<file path="src/rtl/cport_pkg.sv">
package cport_pkg;

  // Selector value that turns the next status read into a cause read.
  localparam logic [7:0] CAUSE_SEL = 8'h03;
  // Control command that acknowledges a pending transmit interrupt.
  localparam logic [7:0] ACK_CMD   = 8'h28;

  // Bit positions in the returned status / cause bytes.
  localparam int STAT_RX_BIT    = 0;
  localparam int STAT_FIXED_BIT = 2;
  localparam int CAUSE_TX_BIT   = 4;
  localparam int CAUSE_RX_BIT   = 5;

  typedef enum logic [2:0] {
    ACC_NONE,
    ACC_CTRL_WR,
    ACC_CTRL_RD,
    ACC_DATA_WR,
    ACC_DATA_RD,
    ACC_OTHER_RD
  } acc_e;

endpackage

</file>
<file path="src/rtl/cport_rst_sync.sv">
module cport_rst_sync #(
  parameter int STAGES = 2
) (
  input  logic clk,
  input  logic rst_async_n,
  output logic rst_sync_n
);

  logic [STAGES-1:0] sh_q;
  logic [STAGES-1:0] sh_d;

  always_comb begin
    sh_d = {sh_q[STAGES-2:0], 1'b1};
  end

  always_ff @(posedge clk or negedge rst_async_n) begin
    if (!rst_async_n) sh_q <= '0;
    else              sh_q <= sh_d;
  end

  assign rst_sync_n = sh_q[STAGES-1];

endmodule

</file>
<file path="src/rtl/cport_rx_fifo.sv">
module cport_rx_fifo #(
  parameter int DW    = 8,
  parameter int DEPTH = 4
) (
  input  logic          clk,
  input  logic          rst_n,
  input  logic          push,
  input  logic [DW-1:0] push_data,
  input  logic          pop,
  output logic [DW-1:0] head,
  output logic          full,
  output logic          empty,
  output logic          last
);

  localparam int AW = (DEPTH > 1) ? $clog2(DEPTH) : 1;
  localparam int CW = $clog2(DEPTH + 1);

  logic [DW-1:0] mem_q [DEPTH];
  logic [AW-1:0] wr_q, wr_d, rd_q, rd_d;
  logic [CW-1:0] cnt_q, cnt_d;

  function automatic logic [AW-1:0] bump(input logic [AW-1:0] p);
    return (p == AW'(DEPTH - 1)) ? '0 : p + 1'b1;
  endfunction

  always_comb begin
    wr_d  = push ? bump(wr_q) : wr_q;
    rd_d  = pop  ? bump(rd_q) : rd_q;
    cnt_d = cnt_q;
    if (push && !pop)      cnt_d = cnt_q + 1'b1;
    else if (pop && !push) cnt_d = cnt_q - 1'b1;
  end

  always_ff @(posedge clk or negedge rst_n) begin
    if (!rst_n) begin
      wr_q  <= '0;
      rd_q  <= '0;
      cnt_q <= '0;
    end else begin
      wr_q  <= wr_d;
      rd_q  <= rd_d;
      cnt_q <= cnt_d;
    end
  end

  always_ff @(posedge clk) begin
    if (push) mem_q[wr_q] <= push_data;
  end

  assign head  = mem_q[rd_q];
  assign full  = (cnt_q == CW'(DEPTH));
  assign empty = (cnt_q == '0);
  assign last  = (cnt_q == CW'(1));


  cnt_bound_chk: assert property (@(posedge clk) disable iff (!rst_n)
    cnt_q <= CW'(DEPTH));


  pop_nonempty_chk: assert property (@(posedge clk) disable iff (!rst_n)
    pop |-> !empty);

endmodule

</file>
<file path="src/rtl/cport_cause.sv">
module cport_cause (
  input  logic clk,
  input  logic rst_n,
  input  logic tx_set,
  input  logic tx_ack,
  input  logic rx_arrive,
  input  logic rx_drained,
  output logic tx_pend,
  output logic rx_pend,
  output logic irq,
  output logic ack_err
);

  logic tx_q, tx_d, rx_q, rx_d, irq_q, irq_d;
  logic ack_ok;

  always_comb begin
    ack_ok  = tx_ack && tx_q;
    ack_err = tx_ack && !tx_q;

    tx_d = tx_q;
    if (tx_set)      tx_d = 1'b1;
    else if (ack_ok) tx_d = 1'b0;

    rx_d = rx_q;
    if (rx_arrive)       rx_d = 1'b1;
    else if (rx_drained) rx_d = 1'b0;

    irq_d = irq_q;
    if (tx_set || rx_arrive)       irq_d = 1'b1;
    else if (ack_ok || rx_drained) irq_d = 1'b0;
  end

  always_ff @(posedge clk or negedge rst_n) begin
    if (!rst_n) begin
      tx_q  <= 1'b0;
      rx_q  <= 1'b0;
      irq_q <= 1'b0;
    end else begin
      tx_q  <= tx_d;
      rx_q  <= rx_d;
      irq_q <= irq_d;
    end
  end

  assign tx_pend = tx_q;
  assign rx_pend = rx_q;
  assign irq     = irq_q;


  irq_rise_src_chk: assert property (@(posedge clk) disable iff (!rst_n)
    $rose(irq_q) |-> $past(tx_set || rx_arrive));


  ack_clears_chk: assert property (@(posedge clk) disable iff (!rst_n)
    (tx_ack && tx_pend && !rx_arrive) |=> (!irq_q && !tx_q));


  arrive_wins_chk: assert property (@(posedge clk) disable iff (!rst_n)
    rx_arrive |=> (irq_q && rx_q));

endmodule

</file>
<file path="src/rtl/cport_ctrl.sv">
module cport_ctrl
  import cport_pkg::*;
#(
  parameter int                ADDR_W   = 8,
  parameter int                DATA_W   = 8,
  parameter int                RX_DEPTH = 4,
  parameter int                SYNC_STG = 2,
  parameter logic [ADDR_W-1:0] CTRL_OFS = 'h80,
  parameter logic [ADDR_W-1:0] DATA_OFS = 'hC0
) (
  input  logic              clk,
  input  logic              rst_n,
  input  logic              bus_sel,
  input  logic              bus_we,
  input  logic [ADDR_W-1:0] bus_addr,
  input  logic [DATA_W-1:0] bus_wdata,
  output logic [DATA_W-1:0] bus_rdata,
  output logic              bus_rvalid,
  output logic              bus_err,
  output logic              irq,
  input  logic              rx_valid,
  input  logic [DATA_W-1:0] rx_data,
  output logic              rx_ready,
  output logic              tx_valid,
  output logic [DATA_W-1:0] tx_data
);

  logic rst_q_n;

  cport_rst_sync #(.STAGES(SYNC_STG)) u_rst (
    .clk         (clk),
    .rst_async_n (rst_n),
    .rst_sync_n  (rst_q_n)
  );

  // Access decode
  acc_e acc;
  logic ctrl_wr, ctrl_rd, data_wr, data_rd, any_rd;

  always_comb begin
    acc = ACC_NONE;
    if (bus_sel) begin
      if (bus_addr == CTRL_OFS)      acc = bus_we ? ACC_CTRL_WR : ACC_CTRL_RD;
      else if (bus_addr == DATA_OFS) acc = bus_we ? ACC_DATA_WR : ACC_DATA_RD;
      else if (!bus_we)              acc = ACC_OTHER_RD;
    end
    ctrl_wr = (acc == ACC_CTRL_WR);
    ctrl_rd = (acc == ACC_CTRL_RD);
    data_wr = (acc == ACC_DATA_WR);
    data_rd = (acc == ACC_DATA_RD);
    any_rd  = ctrl_rd || data_rd || (acc == ACC_OTHER_RD);
  end

  // Receive queue
  logic              fifo_full, fifo_empty, fifo_last;
  logic [DATA_W-1:0] fifo_head;
  logic              rx_push, rx_pop, rx_drained;

  assign rx_ready   = !fifo_full && rst_q_n;
  assign rx_push    = rx_valid && rx_ready;
  assign rx_pop     = data_rd && !fifo_empty;
  assign rx_drained = rx_pop && fifo_last && !rx_push;

  cport_rx_fifo #(.DW(DATA_W), .DEPTH(RX_DEPTH)) u_fifo (
    .clk       (clk),
    .rst_n     (rst_q_n),
    .push      (rx_push),
    .push_data (rx_data),
    .pop       (rx_pop),
    .head      (fifo_head),
    .full      (fifo_full),
    .empty     (fifo_empty),
    .last      (fifo_last)
  );

  // Pending flags and interrupt
  logic tx_pend, rx_pend, ack_err, tx_ack;

  assign tx_ack = ctrl_wr && (bus_wdata == DATA_W'(ACK_CMD));

  cport_cause u_cause (
    .clk        (clk),
    .rst_n      (rst_q_n),
    .tx_set     (data_wr),
    .tx_ack     (tx_ack),
    .rx_arrive  (rx_push),
    .rx_drained (rx_drained),
    .tx_pend    (tx_pend),
    .rx_pend    (rx_pend),
    .irq        (irq),
    .ack_err    (ack_err)
  );

  // Selector, read data, error and transmit registers
  logic [DATA_W-1:0] ptr_q, ptr_d, rd_q, rd_d, txd_q;
  logic              rv_q, err_q, err_d, txv_q, cause_rd;

  always_comb begin
    cause_rd = ctrl_rd && (ptr_q == DATA_W'(CAUSE_SEL));

    ptr_d = ptr_q;
    if (ctrl_wr)       ptr_d = bus_wdata;
    else if (cause_rd) ptr_d = '0;

    rd_d = '0;
    if (cause_rd) begin
      if (tx_pend)      rd_d[CAUSE_TX_BIT] = 1'b1;
      else if (rx_pend) rd_d[CAUSE_RX_BIT] = 1'b1;
    end else if (ctrl_rd) begin
      rd_d[STAT_FIXED_BIT] = 1'b1;
      rd_d[STAT_RX_BIT]    = rx_pend;
    end else if (rx_pop) begin
      rd_d = fifo_head;
    end

    err_d = ack_err || (data_rd && fifo_empty);
  end

  always_ff @(posedge clk or negedge rst_q_n) begin
    if (!rst_q_n) begin
      ptr_q <= '0;
      rd_q  <= '0;
      rv_q  <= 1'b0;
      err_q <= 1'b0;
      txv_q <= 1'b0;
      txd_q <= '0;
    end else begin
      ptr_q <= ptr_d;
      rv_q  <= any_rd;
      err_q <= err_d;
      txv_q <= data_wr;
      if (any_rd)  rd_q  <= rd_d;
      if (data_wr) txd_q <= bus_wdata;
    end
  end

  assign bus_rdata  = rd_q;
  assign bus_rvalid = rv_q;
  assign bus_err    = err_q;
  assign tx_valid   = txv_q;
  assign tx_data    = txd_q;


  rx_pend_mirror_chk: assert property (@(posedge clk) disable iff (!rst_q_n)
    rx_pend == !fifo_empty);


  empty_read_err_chk: assert property (@(posedge clk) disable iff (!rst_q_n)
    (data_rd && fifo_empty) |=> (bus_err && bus_rdata == '0 && bus_rvalid));


  tx_pulse_chk: assert property (@(posedge clk) disable iff (!rst_q_n)
    data_wr |=> (tx_valid && irq && tx_data == $past(bus_wdata)));


  cause_rearm_chk: assert property (@(posedge clk) disable iff (!rst_q_n)
    cause_rd |=> (ptr_q == '0));

endmodule

</file>
<file path="config.mk">
export PLATFORM = sky130hd
export DESIGN_NAME = cport_ctrl
export DESIGN_NICKNAME = d
export VERILOG_FILES = /design/src/rtl/cport_pkg.sv /design/src/rtl/cport_rst_sync.sv /design/src/rtl/cport_rx_fifo.sv /design/src/rtl/cport_cause.sv /design/src/rtl/cport_ctrl.sv
export SDC_FILE = /design/constraint.sdc
export NUM_CORES = 1
export LEC_CHECK = 0
export BUFFER_PORTS_ARGS = -buffer_cell sky130_fd_sc_hd__buf_2
export CAP_MARGIN = 40
export CORE_MARGIN = 2
export CORE_UTILIZATION = 30
export CTS_CLUSTER_SIZE = 20
export DETAILED_ROUTE_END_ITERATION = 16
export HOLD_SLACK_MARGIN = 0.1
export SLEW_MARGIN = 20
export SYNTH_ARGS = -nofsm -noshare
export SYNTH_HDL_FRONTEND = slang
export SYNTH_SLANG_ARGS = --single-unit
</file>
<file path="constraint.sdc">
create_clock -name clk -period 1.7 [get_ports clk]
set_input_delay 0.085 -clock clk [delete_from_list [all_inputs] [get_ports clk]]
set_output_delay 0.085 -clock clk [all_outputs]
set_load 0.01 [all_outputs]
</file>
# After elaboration in Yosys (flattened, before gate mapping)
# Memories as Yosys holds them, arrays and structs flattened.
# Index checks and enable logic that the tools add are counted.
[word_totals]
register_bits = 39
latch_bits = 0
mem_bits_rw = 32
mem_bits_ro = 0
input_bits = 29
output_inout_bits = 21
word_cells = 90
memories = 1
[memory_table]
columns = ["memory", "words", "word_bits", "rd", "rd_ports_with_merged_regs", "wr", "line", "text"]
rows = [
  ["u_fifo.mem_q", 4, 8, 1, 0, 1, "cport_rx_fifo.sv:19", "logic [DW-1:0] mem_q [DEPTH];"],
]
[op_classes]
n_addsub = 4
multipliers = 0
div = 0
order_cmp = 0
n_eq_ne = 13
shifts = 0
n_mux = 31
n_bitwise = 0
n_reduce_logical = 28
[op_table]
columns = ["operator", "n"]
rows = [
  ["$mux W8", 3],
  ["$mux W3", 7],
  ["$eq A8 B8 Y1 const B", 2],
  ["$mux W1", 14],
  ["$logic_and A1 B1 Y1", 12],
  ["$mux W2", 5],
  ["$reduce_bool A2 Y1", 5],
  ["$eq A3 B3 Y1 const B", 3],
  ["$eq A8 B2 Y1 const B", 1],
  ["$eq A8 B6 Y1 const B", 1],
  ["$eq A3 B1 Y1 const B", 2],
  ["$eq A3 B2 Y1 const B", 2],
  ["$logic_not A1 Y1", 5],
  ["$logic_or A1 B1 Y1", 5],
  ["$mux W5", 1],
  ["$add A2 B1 Y2 const B", 2],
  ["$eq A2 B2 Y1 const B", 2],
  ["$mux W4", 1],
  ["$add A3 B1 Y3 const B", 1],
  ["$logic_not A3 Y1", 1],
  ["$sub A3 B1 Y3 const B", 1],
]

# Depth between registers and ports, before layout
# Gate-level depths: netlist (run 1).
[logic_depth]
ltp_word = 11
mapped_depth = 11
ltp_nobuf = 11

# By module
# A second synthesis (run 1) with hierarchy kept.
[hier_totals]
hier_cells = 193
area_unflattened_um2 = 3059.2
[modules_own_cells]
columns = ["module", "instances", "cells_each", "area_each_um2", "seq_area_each_um2"]
rows = [
  ["cport_rx_fifo", 1, 86, 1617.8, 1136.1],
  ["cport_ctrl", 1, 94, 1271.2, 675.6],
  ["cport_cause", 1, 10, 116.4, 75.1],
  ["cport_rst_sync", 1, 3, 53.8, 50.0],
]

# Least setup slack after synthesis (run 1)
# No wires, ideal clock.
[synth_timing]
kind = "register -> register"
from = "register u_rst.sh_q[1]"
to = "register u_fifo.cnt_q[2]"
setup_ps = 125
t_arrival_ps = 2541
t_required_ps = 1575
setup_slack_ps = -966
stages_incl_launch_ff = 8
n_path_buf = 1
period_less_slack_ps = 2666
path_cell_list = "dfrtp_1 > a21boi_1 > and2_1 > clkbuf_1 > ha_1 > mux2i_1 > nor2_1 > xor2_1"
[synth_between]
elab_chain_len = 5
word_cells_on_any_way = 7
classes_between = "1 x mux; 6 x reduce/logical"
[synth_lines]
columns = ["element", "line", "text"]
rows = [
  ["start: declaration", "cport_rst_sync.sv:9", "logic [STAGES-1:0] sh_q;"],
  ["start signal: assignment", "cport_rst_sync.sv:17", "if (!rst_async_n) sh_q <= '0;"],
  ["start signal: assignment", "cport_rst_sync.sv:18", "else sh_q <= sh_d;"],
  ["$logic_and A1 B1 Y1 *", "cport_ctrl.sv:59", "assign rx_ready = !fifo_full && rst_q_n;"],
  ["named net rx_ready", "cport_ctrl.sv:23", "output logic rx_ready,"],
  ["$logic_and A1 B1 Y1 *", "cport_ctrl.sv:60", "assign rx_push = rx_valid && rx_ready;"],
  ["named net rx_push", "cport_ctrl.sv:57", "logic rx_push, rx_pop, rx_drained;"],
  ["$logic_not A1 Y1", "cport_rx_fifo.sv:32", "else if (pop && !push) cnt_d = cnt_q - 1'b1;"],
  ["$logic_and A1 B1 Y1", "cport_rx_fifo.sv:32", ""],
  ["$reduce_bool A2 Y1 (no line)", "-", ""],
  ["end signal: assignment", "cport_rx_fifo.sv:43", "cnt_q <= cnt_d;"],
  ["end: declaration", "cport_rx_fifo.sv:21", "logic [CW-1:0] cnt_q, cnt_d;"],
]
# The timed path passes the listed nets; every way through them passes the cells marked *.
# A chain may end at the register's enable or synchronous reset.

# Final worst setup path (run 1)
[layout_timing]
from = "input port bus_addr[1]"
to = "register ptr_q[5]"
[layout_between]
elab_chain_len = 7
word_cells_on_any_way = 10
classes_between = "4 x eq/ne; 4 x mux; 2 x reduce/logical"
[layout_lines]
columns = ["element", "line", "text"]
rows = [
  ["start: declaration", "cport_ctrl.sv:15", "input logic [ADDR_W-1:0] bus_addr,"],
  ["$eq A8 B8 Y1", "cport_ctrl.sv:44", "else if (bus_addr == DATA_OFS) acc = bus_we ? ACC_DATA_WR : ACC_DATA_RD;"],
  ["$mux W3", "cport_ctrl.sv:44", ""],
  ["$mux W3 *", "cport_ctrl.sv:43", "if (bus_addr == CTRL_OFS) acc = bus_we ? ACC_CTRL_WR : ACC_CTRL_RD;"],
  ["$mux W3 *", "cport_ctrl.sv:42", "if (bus_sel) begin"],
  ["$eq A3 B2 Y1", "cport_ctrl.sv:48", "ctrl_rd = (acc == ACC_CTRL_RD);"],
  ["$logic_and A1 B1 Y1", "cport_ctrl.sv:99", "cause_rd = ctrl_rd && (ptr_q == DATA_W'(CAUSE_SEL));"],
  ["$reduce_bool A2 Y1 (no line)", "-", ""],
  ["end signal: assignment", "cport_ctrl.sv:128", "ptr_q <= ptr_d;"],
  ["end: declaration", "cport_ctrl.sv:95", "logic [DATA_W-1:0] ptr_q, ptr_d, rd_q, rd_d, txd_q;"],
]
# Every way passes the cells marked *; elsewhere a longest branch is shown, timed or not.

==> flow_summary.ini, run 1 <==
[global_routing]
grt_pass1_wl_um = 10300
track_usage_pct = 12.3
overflow = 0
first_global_vias = 2015
grt_max_degree = 38
antenna_found_initial = 0

[cells_and_area]
layout.cells.non_filler = 453
design_area_um2 = 4350
nets = 352
fill_cells = 955
final_common_cell = buf_2
syn_to_final_growth_pct = 40.4
n_antenna_cell = 0
drive_above_1_share_pct = 48.6
final_cell_mix = buf_2, dfrtp_1, edfxtp_1

[timing]
fmax_mhz = 519
fin_worst_hold_slack_ns = 0.258
setup_viol = 22
fin_skew_ns = 0.00918
fin_crit_sh_pct = 113
drv_slew = 0
rsz0062_at_grt = yes
min_period_ns = 1.93
hold_violations = 0
setup_slack_ns = -0.227

[synth]
synth_top_area_share_pct = 31.5
synthCells = 200
avgSynthCellArea_um2 = 15.5
synth_top_area_cell = dfrtp_1
synth-seq-cells = 71
netlist_area_um2 = 3100
synth_area_leaders = dfrtp_1, edfxtp_1, mux2_4, mux4_2, ha_1
syn-num-nets = 240
synth_seq_area_share_pct = 62.5
synth_warnings = 0
synth_cell_types = 51

[routing]
first_iter_violations = 123
vias = 2042
wl_per_cell_um = 14.8
vias_per_cell = 4.51
drc_errors = 0
routed_wl_um = 6710
final_antenna_net_count = 0
drt-pass1-iter-count = 4

[power]
p_leak_nw = 1.88
power_mw = 4.91
ir_drop_uv = 546
p_per_area_nw_per_um2 = 1130

[critical_path]
max_stage_delay_ns = 0.54
end_kind = flop
cpMaxStageDelayCell = or4_4
path_cells = buf_6, or4_4, nor4_4, ha_4, buf_6, buf_6, o22ai_4, and2_4, mux2_4
path_max_fanout = 7
required_ns = 1.93
setup.worst_path.class = primary input to flop
path_common_cell = buf_6
path_delay_family = simple AND/OR/NAND/NOR gates
arrival_ns = 2.16
crit_buf_inv = 3
startpoint_type = primary input

[die]
die_x_um = 106
rows = 37
coreArea_um2 = 10200
die-area_um2 = 11200
die_h_um = 106
io_pins = 50
start_util_pct = 30.4

[hold_path]
hp-class = primary input to flop

[status]
violations = negative setup slack
outcome = finished, violations left

[placed_design]
placedCellCount = 411
pre_cts_ws_ns = -0.668
dp_hpwl_um = 4470
gp_congestion = 0.712
io_buffers = 49
placed_area_um2 = 3810

[cts]
clk_path_buf_depth = 2
clk_latency_ns = 0.35
tritoncts = done
clock_sink_count = 71
cts_buffers = 9
clock-root-buffer = clkbuf_8
path_clk_slew_ns = 0.06
h-tree-depth = 3

[job]
maxCapViolations = 0
cells by family after synthesis:
group,after synthesis,synth area share (%)
xor gates and xnor gates,3,0.848
DFF,71,62.5
other,1,0.121
and+or+nand+nor,55,11.1
muxes,25,13.5
AOI/OAI and AO/OA,22,5.17
buffers and inverters,12,2.26
adders and majority gates,11,4.44
sequential cells by signal (all words and copies together), names as in the netlist, 2 cells and up:
register,cells
u_rst.sh_q,2
u_fifo.mem_q,32
ptr_q,8
u_fifo.rd_q,2
bus_rdata,8
u_fifo.wr_q,2
tx_data,8
u_fifo.cnt_q,3
routing by layer:
metal | share of wire (%) | GRT usage [%] | wire (um) | vias up
met5 | 0 | 0 | 0 | -
met4 | 1.4 | 5.36 | 91 | 0
met3 | 5.4 | 3.77 | 360 | 9
met2 | 47 | 18.4 | 3120 | 74
met1 | 47 | 16.5 | 3140 | 989
li1 | - | - | - | 970
final timing paths:
path	startpoint	endpoint	slack, ns	cells after the start
min reg2reg	u_rst.sh_q[0]	u_rst.sh_q[1]	0.35	0
max reg2reg	u_fifo.cnt_q[0]	u_fifo.cnt_q[2]	-0.11	10
max in group asynchronous	u_rst.sh_q[1]	ptr_q[4]	0.97	1
max	bus_addr[1]	ptr_q[5]	-0.23	9
min	bus_sel	bus_err	0.26	4
min in group asynchronous	u_rst.sh_q[1]	u_fifo.cnt_q[1]	0.38	1
what timing repair did:
action	CTS	global route
cloned	0	1
endpoints found under the hold margin	50	0
hold buffers	18	0
endpoints found under the setup margin	28	57
setup buffers	4	4
resized for setup	9	24
pin swaps	7	2
power breakdown:
group	internal (mW)	switching, mW	leakage (nW)
Sequential	2.07	0.221	0.777
Clock	0.517	0.604	0.0805
Combinational	0.870	0.630	1.02
Total	3.46	1.46	1.88
worst min-delay path, delay by kind of cell:
kind	cells	cell delay, ns
and+or+nand+nor	2	0.30
AOI/OAI and AO/OA	1	0.06
buffers and inverters	1	0.11
layout make-up:
class	count	area (um2)	share of cell area (%)
Sequential cell	71	1940	44.6
Multi-Input combinational cell	117	1240	28.5
Timing Repair Buffer	107	821	18.9
Tap cell	136	170	3.91
Clock buffer	11	131	3.02
Clock inverter	5	26.3	0.604
Inverter	6	22.5	0.518
cell usage after synthesis (all sizes together):
| master | n |
|---|---|
| dfrtp | 39 |
| edfxtp | 32 |
| mux2 | 16 |
| nand2 | 13 |
| ha | 11 |
| nor2 | 9 |
| mux4 | 8 |
| nand3 | 7 |
| inv | 6 |
| a21oi | 4 |
| and2 | 4 |
| and3 | 4 |
| buf | 4 |
| o21ai | 4 |
| nand2b | 3 |
| nor4 | 3 |
| or4 | 3 |
| a21o | 2 |
| a22o | 2 |
| a22oi | 2 |
| clkbuf | 2 |
| nand4b | 2 |
| o22ai | 2 |
| xor2 | 2 |
| a211oi | 1 |
| a21boi | 1 |
| a311o | 1 |
| a31o | 1 |
| a31oi | 1 |
| a32oi | 1 |
| conb | 1 |
| mux2i | 1 |
| nand4 | 1 |
| nor2b | 1 |
| nor4b | 1 |
| nor4bb | 1 |
| or3b | 1 |
| or4b | 1 |
| or4bb | 1 |
| xnor2 | 1 |
stage by stage:
stage,util [%],setup TNS (ns)
2_1_floorplan,-,-11.82
3_3_place_gp,37.4,-14.94
3_5_place_dp,37.4,-15.96
4_1_cts,41.4,-1.96
5_1_grt,42.7,-4.13
6_report,42.7,-2.95
No activity file was read; power rests on OpenSTA's default activity.
==> run 2: changes to the inputs <==
- CTS_CLUSTER_SIZE: 20 -> not set
- HOLD_SLACK_MARGIN: 0.1 -> 0.06
- clock period: 1.7 -> 2 ns (I/O delays scaled with it)
==> run 2 against run 1 <==
Against the previous run: the run now ends clean; sequential share of layout area grew 2.9 points; first-iteration DRC count down 15%; clock skew about the same; sequential power is 14% lower; die area did not move; final area shrank 6.3%; combinational power down 35%; final cell count fell by 4.0%; flip-flop and latch count unchanged; via count fell by 4.3%; largest power group unchanged; worst setup slack better by 0.27 ns.
==> flow_summary.ini, run 2 (same netlist as run 1, synthesis figures left out) <==
[cts]
clk_path_buf_depth = 2
tritoncts = done
path_clk_slew_ns = 0.07
clock-root-buffer = clkbuf_8
clock_sink_count = 71
cts_buffers = 9
h-tree-depth = 3
clk_latency_ns = 0.35

[placed_design]
io_buffers = 49
pre_cts_ws_ns = -0.378
gp_congestion = 0.705
dp_hpwl_um = 4300

[cells_and_area]
syn_to_final_growth_pct = 31.6
largest_register_ff_count = 32
final_cell_mix = buf_2, dfrtp_1, edfxtp_1
fill_cells = 964
largest-register = u_fifo.mem_q
n_antenna_cell = 0
nets = 334
drive_above_1_share_pct = 41.1
final_common_cell = buf_2

[power]
p_leak_nw = 1.77
p_per_area_nw_per_um2 = 1010
ir_drop_uv = 529
power_mw = 4.12

[global_routing]
first_global_vias = 1961
grt_max_degree = 38
antenna_found_initial = 0
track_usage_pct = 11.6
grt_pass1_wl_um = 9920
overflow = 0

[timing]
tns_ns = 0
fin_crit_sh_pct = 97.8
fmax_mhz = 511
setup_viol = 0
hold_violations = 0
worst_pin_slew_ns = 0.589
fin_skew_ns = 0.00948
rsz0062_at_grt = yes
setup_slack_ns = 0.0433
drv_slew = 0
slew_headroom_pct = 60.8
min_period_ns = 1.96

[routing]
vias = 1955
routed_wl_um = 6100
first_iter_violations = 104
final_antenna_net_count = 0
drc_errors = 0
drt-pass1-iter-count = 4
wl_per_cell_um = 14.0
vias_per_cell = 4.49

[critical_path]
reg2reg_depth = 10
cpMaxStageDelayCell = or4_4
end_kind = flop
path_cells = buf_6, or4_4, nor4_4, ha_1, nand2b_1, a211oi_4, and2_4, inv_2, ha_4, mux2i_1, nor2_1, xor2_1
r2r_end = u_fifo.cnt_q[2]
max_stage_delay_ns = 0.55
path_max_fanout = 3
rr_startpoint = u_fifo.cnt_q[1]
arrival_ns = 2.19
startpoint_type = primary input
setup.worst_path.class = primary input to flop
crit_start = bus_addr[2]
r2r_slack_ns = 0.11
required_ns = 2.23

[die]
io_pins = 50
start_util_pct = 30.4
die_h_um = 106
die-area_um2 = 11200
rows = 37
die_x_um = 106
coreArea_um2 = 10200

[hold_path]
hp-class = primary input to flop
whs_path_depth = 5
min-delay-start = bus_addr[6]
worstHoldEndpoint = bus_rdata[2]

[job]
maxCapViolations = 0

[status]
outcome = finished clean
run 2: cell count changes in the layout (fill, tap and decap cells not counted), sizes merged:
cell    change
buf        -18
bufinv      +1
clkbuf      -2
clkinv      -2
inv         +3
run 2: worst max path at each step:
stage,slack [ns],cells after the start,to
finish,0.04,12,u_fifo.cnt_q[2]
CTS,0.001,12,u_fifo.cnt_q[2]
detailed placement,-0.38,12,u_fifo.cnt_q[1]
floorplan,-0.41,11,u_fifo.cnt_q[2]
global route,-0.1,12,u_fifo.cnt_q[2]
global placement,-0.33,12,u_fifo.cnt_q[2]
run 2: through the flow:
stage / instances / instance area [um2] / utilization (%) / hold slack, ns
floorplan: 200 / 3130 / - / -0.196
global placement: 399 / 3650 / 35.8 / -0.113
detailed placement: 399 / 3650 / 35.8 / -0.111
CTS: 433 / 4030 / 39.6 / 0.218
global route: 435 / 4080 / 40.0 / 0.233
finish: 435 / 4080 / 40.0 / 0.239
run 2: timing repair:
item / CTS / global route
resized for setup: 0 / 7
setup endpoints to repair: 2 / 9
buffers inserted: 0 / 1
endpoints found under the hold margin: 50 / 0
gates cloned: 0 / 1
pin swaps: 1 / 8
hold buffers: 18 / 0
run 2: power breakdown:
| part | total, mW | switching, mW | internal (mW) |
|---|---|---|---|
| Combinational | 0.974 | 0.440 | 0.534 |
| Clock | 1.17 | 0.580 | 0.592 |
| Sequential | 1.97 | 0.210 | 1.76 |
run 2: metal layers:
metal / wire (um) / vias to the layer above / track usage, %
met4: 99 / 0 / 4.51
met3: 320 / 11 / 3.34
met2: 2700 / 57 / 17.4
li1: - / 940 / -
met1: 2990 / 947 / 15.8
met5: 0 / - / 0
run 2: final cells by class:
type	count	area [um2]	share of cell area [%]
tap	136	170	4.17
sequential	71	1940	47.5
multi-input combinational	117	1140	27.9
clock inverter	7	80.1	1.96
clock buffer	9	124	3.04
inverter	6	22.5	0.552
timing repair buffer	89	604	14.8
run 2: critical path: cells and delay by family:
kind,cells,cell delay (ns)
AND/OR/NAND/NOR,5,1.07
XOR/XNOR,1,0.13
buffers and inverters,2,0.13
multiplexers,1,0.14
AO/OA/AOI/OAI,1,0.25
adder cells (fa/ha/maj),2,0.36
==> run 3: changes to the inputs <==
--- a/config.mk
+++ b/config.mk
@@ -13,2 +13,3 @@
 export HOLD_SLACK_MARGIN = 0.06
+export MAX_ROUTING_LAYER = met4
 export SLEW_MARGIN = 20
==> constraint.sdc (replaced) <==
create_clock -name clk -period 2 [get_ports clk]
set_input_delay 0 -clock clk [delete_from_list [all_inputs] [get_ports clk]]
set_output_delay 0 -clock clk [all_outputs]
set_load 0.01 [all_outputs]
==> run 3 against run 2 <==
Against the previous run: power up 7.2%; flip-flop and latch count unchanged; core utilization is 0.25 points higher; critical path depth decreased by 4; register-to-register slack better by 0.02 ns; critical endpoint is now ptr_q[5]; highest routed layer unchanged.
==> flow_summary.ini, run 3 (same netlist as run 1, synthesis figures left out) <==
[die]
io_pins = 50
coreArea_um2 = 10200
start_util_pct = 30.4
die_h_um = 106
die_x_um = 106
rows = 37
die-area_um2 = 11200

[timing]
fin_crit_sh_pct = 94.0
tns_ns = 0
rsz0062_at_grt = no
fin_skew_ns = 0.00964
worst_pin_slew_ns = 0.601
min_period_ns = 1.88
slew_headroom_pct = 59.9
fin_worst_hold_slack_ns = 0.131
setup_viol = 0
drv_slew = 0
fmax_mhz = 532
hold_violations = 0
setup_slack_ns = 0.120

[cts]
clock-root-buffer = clkbuf_8
clk_path_buf_depth = 2
path_clk_slew_ns = 0.07
postCtsSetupBuffers = 0
h-tree-depth = 3
clk_latency_ns = 0.34
cts_buffers = 9
tritoncts = done
clock_sink_count = 71

[placed_design]
gp_congestion = 0.704
placed_area_um2 = 3650
pre_cts_ws_ns = -0.240
io_buffers = 49
dp_hpwl_um = 4310
placedCellCount = 400

[critical_path]
path_delay_family = simple AND/OR/NAND/NOR gates
cpMaxStageDelayCell = or4_4
required_ns = 2.22
path_max_fanout = 7
arrival_ns = 2.10
startpoint_type = primary input
r2r_slack_ns = 0.13
setup.worst_path.class = primary input to flop
crit_buf_inv = 2
path_cells = buf_2, or4_4, nor4_4, ha_1, buf_4, o22ai_2, and2_4, mux2_4
end_kind = flop
max_stage_delay_ns = 0.55

[global_routing]
grt_max_degree = 38
overflow = 0
grt_pass1_wl_um = 10100
first_global_vias = 1912
antenna_found_initial = 0
track_usage_pct = 12.2

[routing]
wl_per_cell_um = 14.1
wl_met2_um = 2760
topRoutingLayerUsed = met4
drt-pass1-iter-count = 4
final_antenna_net_count = 0
met1_length_um = 3060
routed_wl_um = 6140
first_iter_violations = 73
vias_per_cell = 4.53
routed-wl-met3_um = 281
vias = 1964
drc_errors = 0

[hold_path]
hp-class = primary input to flop

[cells_and_area]
largest_register_ff_count = 32
nets = 333
largest-register = u_fifo.mem_q
layout.cells.non_filler = 434
syn_to_final_growth_pct = 32.4
design_area_um2 = 4100
n_antenna_cell = 0
utilization_pct = 40.3
drive_above_1_share_pct = 40.3
final_common_cell = buf_2
final_cell_mix = buf_2, dfrtp_1, edfxtp_1

[power]
p_per_area_nw_per_um2 = 1080
power_mw = 4.41
ir_drop_uv = 510
p_leak_nw = 1.79

[status]
outcome = finished clean

[job]
maxCapViolations = 0
-- run 3: layout make-up --
type / instances / area, um2
clock inverters: 7 / 135
repair buffers: 88 / 583
multi-input cells: 117 / 1130
fillers: 974 / 6080
flip-flops and latches: 71 / 1940
clock buffers: 9 / 124
well taps: 136 / 170
inverters: 6 / 22.5
-- run 3: routing by layer --
| layer | global-route usage (%) | vias to the layer above |
|---|---|---|
| li1 | - | 934 |
| met1 | 16.6 | 976 |
| met2 | 17.4 | 52 |
| met3 | 3.46 | 2 |
| met4 | 4.23 | 0 |
| met5 | - | - |
-- run 3: power by group --
part | internal, mW | switching (mW)
registers | 1.76 | 0.211
logic | 0.529 | 0.436
clock network | 0.946 | 0.529
-- run 3: worst paths after layout --
| path | start | endpoint | cells past startpoint |
|---|---|---|---|
| max | bus_addr[1] | ptr_q[5] | 8 |
| max reg2reg | u_fifo.cnt_q[1] | u_fifo.cnt_q[2] | 10 |
| max in group asynchronous | u_rst.sh_q[1] | bus_rdata[1] | 1 |
| min in group asynchronous | u_rst.sh_q[1] | u_fifo.cnt_q[0] | 1 |
| min reg2reg | u_rst.sh_q[1] | u_fifo.cnt_q[0] | 1 |
| min | bus_addr[6] | bus_err | 4 |
-- run 3: what timing repair did --
item / 4_1_cts / 5_1_grt
resized for setup: 0 / 1
hold buffers: 18 / 0
hold endpoints to repair: 50 / 0
endpoints found under the setup margin: 0 / 1
-- run 3: worst min-delay path, stage by stage --
cell and delay (ns):
buf_2 0.10, or4b_4 0.17, nor2_8 0.05, o22ai_1 0.10
